### config.mk
export PLATFORM = sky130hd
export DESIGN_NAME = precise_trap_unit
export DESIGN_NICKNAME = d
export VERILOG_FILES = /design/src/rtl/trap_pkg.sv /design/src/rtl/trap_arbiter.sv /design/src/rtl/trap_regs.sv /design/src/rtl/trap_vector.sv /design/src/rtl/precise_trap_unit.sv
export SDC_FILE = /design/constraint.sdc
export NUM_CORES = 1
export LEC_CHECK = 0
export BUFFER_PORTS_ARGS = -buffer_cell sky130_fd_sc_hd__buf_2
export CAP_MARGIN = 40
export CELL_PAD_IN_SITES_DETAIL_PLACEMENT = 1
export CELL_PAD_IN_SITES_GLOBAL_PLACEMENT = 2
export CORE_UTILIZATION = 25
export CTS_BUF_LIST = sky130_fd_sc_hd__clkbuf_2 sky130_fd_sc_hd__clkbuf_4 sky130_fd_sc_hd__clkbuf_8
export CTS_CLUSTER_DIAMETER = 200
export DETAILED_ROUTE_END_ITERATION = 8
export PLACE_DENSITY_LB_ADDON = 0.3
export SLEW_MARGIN = 20
export SYNTH_ARGS = -nofsm -noshare
export SYNTH_HDL_FRONTEND = slang
export SYNTH_SLANG_ARGS = --single-unit
### constraint.sdc
create_clock -name clk -period 5.1 [get_ports clk]
set_input_delay 0.51 -clock clk [delete_from_list [all_inputs] [get_ports clk]]
set_output_delay 0.51 -clock clk [all_outputs]
set_load 0.005 [all_outputs]
### src/rtl/trap_pkg.sv
package trap_pkg;
   localparam int CODE_W = 2;
   typedef enum logic [CODE_W-1:0] {
      TC_UNDEF = 2'd0,
      TC_OVF   = 2'd1,
      TC_IRQ   = 2'd2
   } trap_code_e;
endpackage

### src/rtl/trap_arbiter.sv
module trap_arbiter
   import trap_pkg::*;
#(
   parameter int XLEN = 32
) (
   input  logic            id_valid,
   input  logic            id_illegal,
   input  logic [XLEN-1:0] id_pc,
   input  logic            ex_valid,
   input  logic            ex_ovf,
   input  logic [XLEN-1:0] ex_pc,
   input  logic            irq,
   output logic            take,
   output trap_code_e      code,
   output logic [XLEN-1:0] victim_pc,
   output logic            kill_fetch,
   output logic            kill_decode,
   output logic            kill_execute
);
   logic hit_ex, hit_id, hit_irq;

   // oldest first: execute beats decode beats interrupt
   always_comb begin
      hit_ex  = ex_valid & ex_ovf;
      hit_id  = id_valid & id_illegal & ~hit_ex;
      hit_irq = id_valid & irq & ~hit_ex & ~hit_id;
      take    = hit_ex | hit_id | hit_irq;
      if (hit_ex) begin
         code      = TC_OVF;
         victim_pc = ex_pc;
      end else if (hit_id) begin
         code      = TC_UNDEF;
         victim_pc = id_pc;
      end else begin
         code      = TC_IRQ;
         victim_pc = id_pc;
      end
      kill_fetch   = take;
      kill_decode  = take;
      kill_execute = hit_ex;
   end
endmodule

### src/rtl/trap_regs.sv
module trap_regs
   import trap_pkg::*;
#(
   parameter int XLEN = 32
) (
   input  logic            clk,
   input  logic            rst_n,
   input  logic            take,
   input  trap_code_e      code,
   input  logic [XLEN-1:0] victim_pc,
   input  logic            rd_sel,
   output logic [XLEN-1:0] rd_data
);
   localparam logic [XLEN-1:0] PC_STEP = XLEN'(4);

   logic [XLEN-1:0]   epc_q;
   logic [CODE_W-1:0] cause_q;

   always_ff @(posedge clk) begin
      if (!rst_n) begin
         epc_q   <= '0;
         cause_q <= '0;
      end else if (take) begin
         epc_q   <= victim_pc + PC_STEP;
         cause_q <= code;
      end
   end

   assign rd_data = rd_sel ? XLEN'(cause_q) : epc_q;

   p_saved_pc_load_r5: assert property (@(posedge clk) disable iff (!rst_n)
      take |=> (epc_q == $past(victim_pc) + PC_STEP));

   p_cause_load_r6: assert property (@(posedge clk) disable iff (!rst_n)
      take |=> (cause_q == $past(code)));

   p_regs_hold_r8: assert property (@(posedge clk) disable iff (!rst_n)
      !take |=> ($stable(epc_q) && $stable(cause_q)));
endmodule

### src/rtl/trap_vector.sv
module trap_vector
   import trap_pkg::*;
#(
   parameter int              XLEN         = 32,
   parameter bit              VECTORED     = 1'b0,
   parameter logic [XLEN-1:0] HANDLER_BASE = '0,
   parameter int              VEC_STRIDE   = 32
) (
   input  trap_code_e      code,
   output logic [XLEN-1:0] target
);
   generate
      if (VECTORED) begin : g_vec
         localparam logic [XLEN-1:0] STRIDE = XLEN'(VEC_STRIDE);
         assign target = HANDLER_BASE + XLEN'(code) * STRIDE;
      end else begin : g_flat
         logic unused_code;
         assign unused_code = ^code;
         assign target = HANDLER_BASE;
      end
   endgenerate
endmodule

### src/rtl/precise_trap_unit.sv
module precise_trap_unit
   import trap_pkg::*;
#(
   parameter int              XLEN         = 32,
   parameter bit              VECTORED     = 1'b0,
   parameter logic [XLEN-1:0] HANDLER_BASE = 32'h8000_0180,
   parameter int              VEC_STRIDE   = 32
) (
   input  logic            clk,
   input  logic            rst_n,
   input  logic            id_valid,
   input  logic            id_illegal,
   input  logic [XLEN-1:0] id_pc,
   input  logic            ex_valid,
   input  logic            ex_ovf,
   input  logic [XLEN-1:0] ex_pc,
   input  logic            irq,
   output logic            redirect,
   output logic [XLEN-1:0] redirect_pc,
   output logic            flush_fetch,
   output logic            flush_decode,
   output logic            flush_execute,
   input  logic            rd_sel,
   output logic [XLEN-1:0] rd_data
);
   generate
      if (XLEN < 8) begin : g_bad_xlen
         $error("precise_trap_unit: XLEN must be at least 8");
      end
      if (VEC_STRIDE < 4 || (VEC_STRIDE % 4) != 0) begin : g_bad_stride
         $error("precise_trap_unit: VEC_STRIDE must be a positive multiple of 4");
      end
   endgenerate

   logic            take;
   trap_code_e      code;
   logic [XLEN-1:0] victim_pc;

   trap_arbiter #(.XLEN(XLEN)) arb_i (
      .id_valid     (id_valid),
      .id_illegal   (id_illegal),
      .id_pc        (id_pc),
      .ex_valid     (ex_valid),
      .ex_ovf       (ex_ovf),
      .ex_pc        (ex_pc),
      .irq          (irq),
      .take         (take),
      .code         (code),
      .victim_pc    (victim_pc),
      .kill_fetch   (flush_fetch),
      .kill_decode  (flush_decode),
      .kill_execute (flush_execute)
   );

   trap_regs #(.XLEN(XLEN)) regs_i (
      .clk       (clk),
      .rst_n     (rst_n),
      .take      (take),
      .code      (code),
      .victim_pc (victim_pc),
      .rd_sel    (rd_sel),
      .rd_data   (rd_data)
   );

   trap_vector #(
      .XLEN         (XLEN),
      .VECTORED     (VECTORED),
      .HANDLER_BASE (HANDLER_BASE),
      .VEC_STRIDE   (VEC_STRIDE)
   ) vec_i (
      .code   (code),
      .target (redirect_pc)
   );

   assign redirect = take;

   p_ovf_flush_all_r2: assert property (@(posedge clk) disable iff (!rst_n)
      (ex_valid && ex_ovf) |-> (redirect && flush_fetch && flush_decode && flush_execute));

   p_undef_keeps_ex_r3: assert property (@(posedge clk) disable iff (!rst_n)
      (id_valid && id_illegal && !(ex_valid && ex_ovf)) |->
         (redirect && flush_decode && !flush_execute));

   p_oldest_wins_r4: assert property (@(posedge clk) disable iff (!rst_n)
      (ex_valid && ex_ovf) |-> (code == TC_OVF && victim_pc == ex_pc));

   p_irq_yields_r7: assert property (@(posedge clk) disable iff (!rst_n)
      (code == TC_IRQ && redirect) |-> (id_valid && irq && !id_illegal && !(ex_valid && ex_ovf)));

   p_no_slot_no_trap_r10: assert property (@(posedge clk) disable iff (!rst_n)
      (!ex_valid && !id_valid) |-> !(redirect || flush_fetch || flush_decode || flush_execute));

   p_flush_order_r2: assert property (@(posedge clk) disable iff (!rst_n)
      $countones({flush_fetch, flush_decode, flush_execute}) != 0 |-> (flush_fetch && flush_decode));
endmodule

Word-level counts from Yosys, hierarchy flattened
Index checks and enable logic that the tools add are counted.
Operators by class
  $mul: 0
  shift operators: 0
  add/subtract/negate cells: 1
  reduce and logical (&&, ||, !) cells: 0
  equality and inequality tests: 0
  div/mod/pow operators: 0
  magnitude comparators: 0
  muxes and demuxes: 4
  bitwise gates (word level): 10
Operators with widths (number)
  32-bit two-way mux: 2
  32-bit by 3-bit adder with 32-bit output, second input constant: 1
  1-bit bitwise AND: 6
  2-bit two-way mux: 2
  1-bit inverter: 2
  1-bit OR: 2
Storage, ports and cells
  memories kept: 0
  input port bits: 72
  register bits after elaboration: 34
  ROM bits: 0
  word-level logic and storage cells: 17
  bits in writable memories: 0
  latch bits: 0
  output and inout port bits: 68

Logic depth before layout (Yosys ltp)
  depth after elaboration: 6
  depth in mapped cells: 17
  mapped depth without buffers: 11

Modules after synthesis
Synthesis repeated with hierarchy kept, for this count alone.
Second synthesis, totals
  cells, all modules: 345
  area total of the unflattened synthesis: 2884.0 um2
By module, submodules not included
  trap_regs: seq. area each 680.7 um2, area each 2090.8 um2, cells an instance 268, instances 1
  trap_arbiter: seq. area each 0.0 um2, area each 545.5 um2, cells an instance 43, instances 1
  trap_vector: seq. area each 0.0 um2, area each 247.7 um2, cells an instance 34, instances 1

Worst setup path after synthesis
OpenSTA, ideal clock, no wires.
  path type: input -> register
  start point: in ex_ovf
  end point: reg regs_i.epc_q[28]
  data arrival time: 4.004 ns
  buffers on the path: 6
  stages on the path: 17
  library setup time: 0.117 ns
  data required time: 4.983 ns
  slack: 0.979 ns
  path through: buf_4 -> nand2_8 -> inv_8 -> buf_6 -> clkbuf_1 -> buf_2 -> clkbuf_1 -> nand2_1 -> nand2_1 -> ha_1 -> nand2_1 -> o21ai_2 -> nand3_1 -> or4b_1 -> buf_2 -> or4_1 -> a32o_1
On the way
  longest elaborated chain between the ends: 6
  elaborated cells between the ends (all ways): 10
  classes of those cells: add/sub: 1; mux: 1; bitwise: 8
RTL lines
  start, declared: line precise_trap_unit.sv:15  | input logic ex_ovf,
  1-bit bitwise AND (*): line trap_arbiter.sv:24  | hit_ex = ex_valid & ex_ovf;
  named net flush_execute: line precise_trap_unit.sv:22  | output logic flush_execute,
  branches (longest 5 deep; another with 32-bit by 3-bit adder with 32-bit output)
  end signal, assigned: line trap_regs.sv:24  | epc_q <= victim_pc + PC_STEP;
  end, declared: line trap_regs.sv:16  | logic [XLEN-1:0] epc_q;
Mark *: on every way through the listed nets, which the timed path passes.
A chain may end at the register's enable or synchronous reset.

Final worst setup path
  start point: in ex_ovf
  end point: reg regs_i.epc_q[28]
On the way
  longest elaborated chain between the ends: 6
  elaborated cells between the ends (all ways): 10
  classes of those cells: add/sub: 1; mux: 1; bitwise: 8
RTL lines (line)
  1-bit bitwise AND (*): trap_arbiter.sv:24
  branches (longest 5 deep; another with 32-bit by 3-bit adder with 32-bit output)
Mark *: on every way between the ends.

==> flow_metrics.tcl <==
set metrics [dict create \
    die_area_um2 12100 \
    hpwlAfterDp_um 7790 \
    worstSetupPathType "in2reg" \
    post-route-period-util 0.732 \
    path_max_fanout 45 \
    io_buffers 107 \
    first_iter_violations 117 \
    cts_made_buffers 5 \
    finClkSkew_ns 0 \
    final_core_util 0.305 \
    grt.busiest_layer "met2" \
    timing.critical_path.slowest_stage_cell "or4b_1" \
    finalCriticalPeriod_ns 3.73 \
    worstMarginPinSlew_ns 0.687 \
    worstSetupStartpointType "input pin" \
    min_from "regs_i.epc_q[3]" \
    ioPinCount 140 \
    clockRootBuffer "clkbuf_8" \
    firstDrtPassIters 4 \
    diodes 0 \
    switchingPower_w 0.000235 \
    rows 39 \
    ys_ff_latch 34 \
    reg2reg_from "regs_i.epc_q[24]" \
    syn-instance-count 384 \
    comb_power_share 0.288 \
    insertion_delay_ns 0.28 \
    slew_viol_final 0 \
    crit_path_max_incr_delay_ns 0.75 \
    detail_route.wl_per_cell_um 16.1 \
    antenna_found_initial 0 \
    cts_tree "done" \
    hold_viol 0 \
    async_flop_share 0 \
    relSlewSlack 0.538 \
    avgSynthCellArea_um2 7.58 \
    drv_cap 0 \
    drive_gt1_frac 0.275 \
    via_per_inst 4.92 \
    die_h_um 110 \
    cellPowerDensity_nw_per_um2 208 \
    cts_max_level 2 \
    setup-tns-final_ns 0 \
    drc_errors 0 \
    num_vias 3023 \
    postCtsResizedCells 0 \
    p_leak_nw 1.57 \
    clk_path_buf_depth 2 \
    grtUsageMet1 0.230 \
    final_cells 615 \
    p_seq_frac 0.415 \
    dp.cells 607 \
    whs_path_depth 2 \
    clk_pin_slew_worst_paths_ns 0.07 \
    r2r_end "regs_i.epc_q[24]" \
    rr_worst_depth 3 \
    first_global_vias 2848 \
    fin_ws_ns 1.37 \
    overflow 0 \
    fp.dieW_um 110 \
    rsz0062_at_grt "false" \
    pre_cts_slack_ns 1.02 \
    cts_setup_buffers 0 \
    grt_pass1_wl_um 15200 \
    seq_area_frac_synth 0.234 \
    netSwitchingFraction 0.325 \
    power.total_w 0.000722 \
    postRouteAntennaNets 0 \
    synth.distinct_cells 52 \
    cts_num_sinks 34 \
    hold_class "reg2reg" \
    cp.arrival_ns 3.91 \
    setup_viol 0 \
    grt_use_met2 0.271 \
    max_freq_mhz 268 \
    synth_warnings 0 \
    peakVddDrop_v 0.0000817 \
    hold_end "regs_i.epc_q[3]" \
    critical_path_buf_inv_count 2 \
    syn_area_um2 2910 \
    areaGrowthSynthToFinish_pct 19.2 \
    reg2reg_slack_ns 4.15 \
    nets 544 \
    internal_power_w 0.000487 \
    coreArea_um2 11400 \
    synth_edf_count 0 \
    path_cells "buf_2, nand2_8, inv_8, mux2_4, ha_1, nand2_1, o21ai_2, nand3_1, or4b_1, or4_1, a32o_1" \
    grt_usage 0.165 \
    synthFlopType "dfxtp_1" \
    grt_max_degree 46 \
    path_delay_family "simple AND/OR/NAND/NOR gates" \
    hold_buffers 0 \
    met3_usage 0.0178 \
    end_kind "flop" \
    routed_wl_um 9880 \
    gp_congestion 0.796 \
    clkPwrFrac 0.297 \
    floorplan.initialDensity 0.256 \
    status "finished clean" \
    critPathRequiredTime_ns 5.28 \
]
-- worst register-to-register path, delay by kind of cell, from the launching register on --
family,cells,cell delay [ns]
AO/OA/AOI/OAI,2,0.45
AND/OR/NAND/NOR,1,0.04
flip-flops,1,0.34
-- per-stage QoR --
step                      hold slack [ns]  cell area, um2
final                               0.464            3470
after global routing                0.483            3470
after CTS                           0.469            3470
after detailed placement            0.450            3370
after global placement              0.449            3370
after floorplan                     0.417            3020
-- metal layers --
| layer | routed length [um] | share of wire |
|---|---|---|
| met4 | 68 | 0.0069 |
| met5 | 0 | 0 |
| met3 | 405 | 0.041 |
| met1 | 4870 | 0.49 |
| met2 | 4530 | 0.46 |
-- state kept, by name (all words and copies together), names as in the netlist --
register        cells
regs_i.cause_q      2
regs_i.epc_q       32
-- worst max path at each step --
stage | slack [ns] | endpoint | cells past startpoint | from
floorplan | 0.98 | regs_i.epc_q[28] | 17 | ex_ovf
global placement | 1.16 | regs_i.epc_q[28] | 11 | ex_ovf
detailed placement | 1.02 | regs_i.epc_q[28] | 11 | ex_ovf
CTS | 1.33 | regs_i.epc_q[28] | 11 | ex_ovf
global route | 1.14 | regs_i.epc_q[28] | 11 | ex_valid
finish | 1.37 | regs_i.epc_q[28] | 11 | ex_ovf
-- placed cells by master, fill, tap and decap left out, types with 3 or more instances in the layout --
| master | instances |
|---|---|
| a21oi_1 | 5 |
| and3_1 | 6 |
| nor2_1 | 15 |
| a31oi_1 | 5 |
| o21ai_0 | 24 |
| clkbuf_8 | 6 |
| or3_1 | 3 |
| o31ai_1 | 8 |
| xnor2_1 | 6 |
| nor2b_1 | 31 |
| nor4_1 | 4 |
| mux2_2 | 6 |
| nand2_1 | 53 |
| conb_1 | 32 |
| and2_1 | 8 |
| a21o_1 | 5 |
| nand3_1 | 25 |
| mux2i_1 | 18 |
| or4_1 | 6 |
| a32o_1 | 7 |
| nand4_1 | 19 |
| o21ai_2 | 3 |
| buf_2 | 107 |
| dfxtp_1 | 34 |
-- synth_stat cells, drive strengths merged (2+ instances only) --
library cell	number	area [um2]
conb	2	7.51
a31oi	5	31.3
o211a	2	20.0
a311o	2	20.0
nor2	15	56.3
o31ai	8	60.1
nor2b	31	194
nor3	2	10.0
or4	6	45.0
or3	3	18.8
a21oi	5	25.0
buf	42	310
inv	3	18.8
o31a	2	17.5
a21boi	2	15.0
a21o	5	37.5
a32o	7	70.1
o21ai	29	168
mux2i	18	180
dfxtp	34	681
nor4	4	25.0
xor2	2	17.5
and3	6	37.5
mux2	7	82.6
and2	8	50.1
nand2	54	219
nand4	20	140
clkbuf	16	60.1
xnor2	6	52.6
nand3	25	125
-- cells by family (layout without fill, tap and decap cells) --
kind of cell             Yosys count  in the layout  synth area share
other                              2             32           0.00258
adder cells (fa/ha/maj)            1              1           0.00430
AND/OR/NAND/NOR                  179            179             0.331
XOR/XNOR                           8              8            0.0241
flip-flops                        34             34             0.234
multiplexers                      25             25            0.0903
AO/OA/AOI/OAI                     74             74             0.180
buffers and inverters             61            119             0.134
-- power groups by stage --
stage	registers [W]	clock network, W	logic (W)
2_1_floorplan	0.000300	0	0.000146
3_3_place_gp	0.000306	0	0.000205
3_5_place_dp	0.000306	0	0.000209
4_1_cts	0.000300	0.000220	0.000210
5_1_grt	0.000302	0.000233	0.000233
6_report	0.000300	0.000215	0.000208
-- layout make-up --
| cell class | instances | area (um2) |
|---|---|---|
| fill | 1443 | 7900 |
| multi-input combinational | 319 | 1950 |
| sequential | 34 | 681 |
| timing repair buffer | 108 | 543 |
| tap | 143 | 179 |
| clock buffer | 7 | 90.1 |
| inverter | 3 | 18.8 |
| clock inverter | 1 | 5.00 |
(Power assumes the default switching activity.)
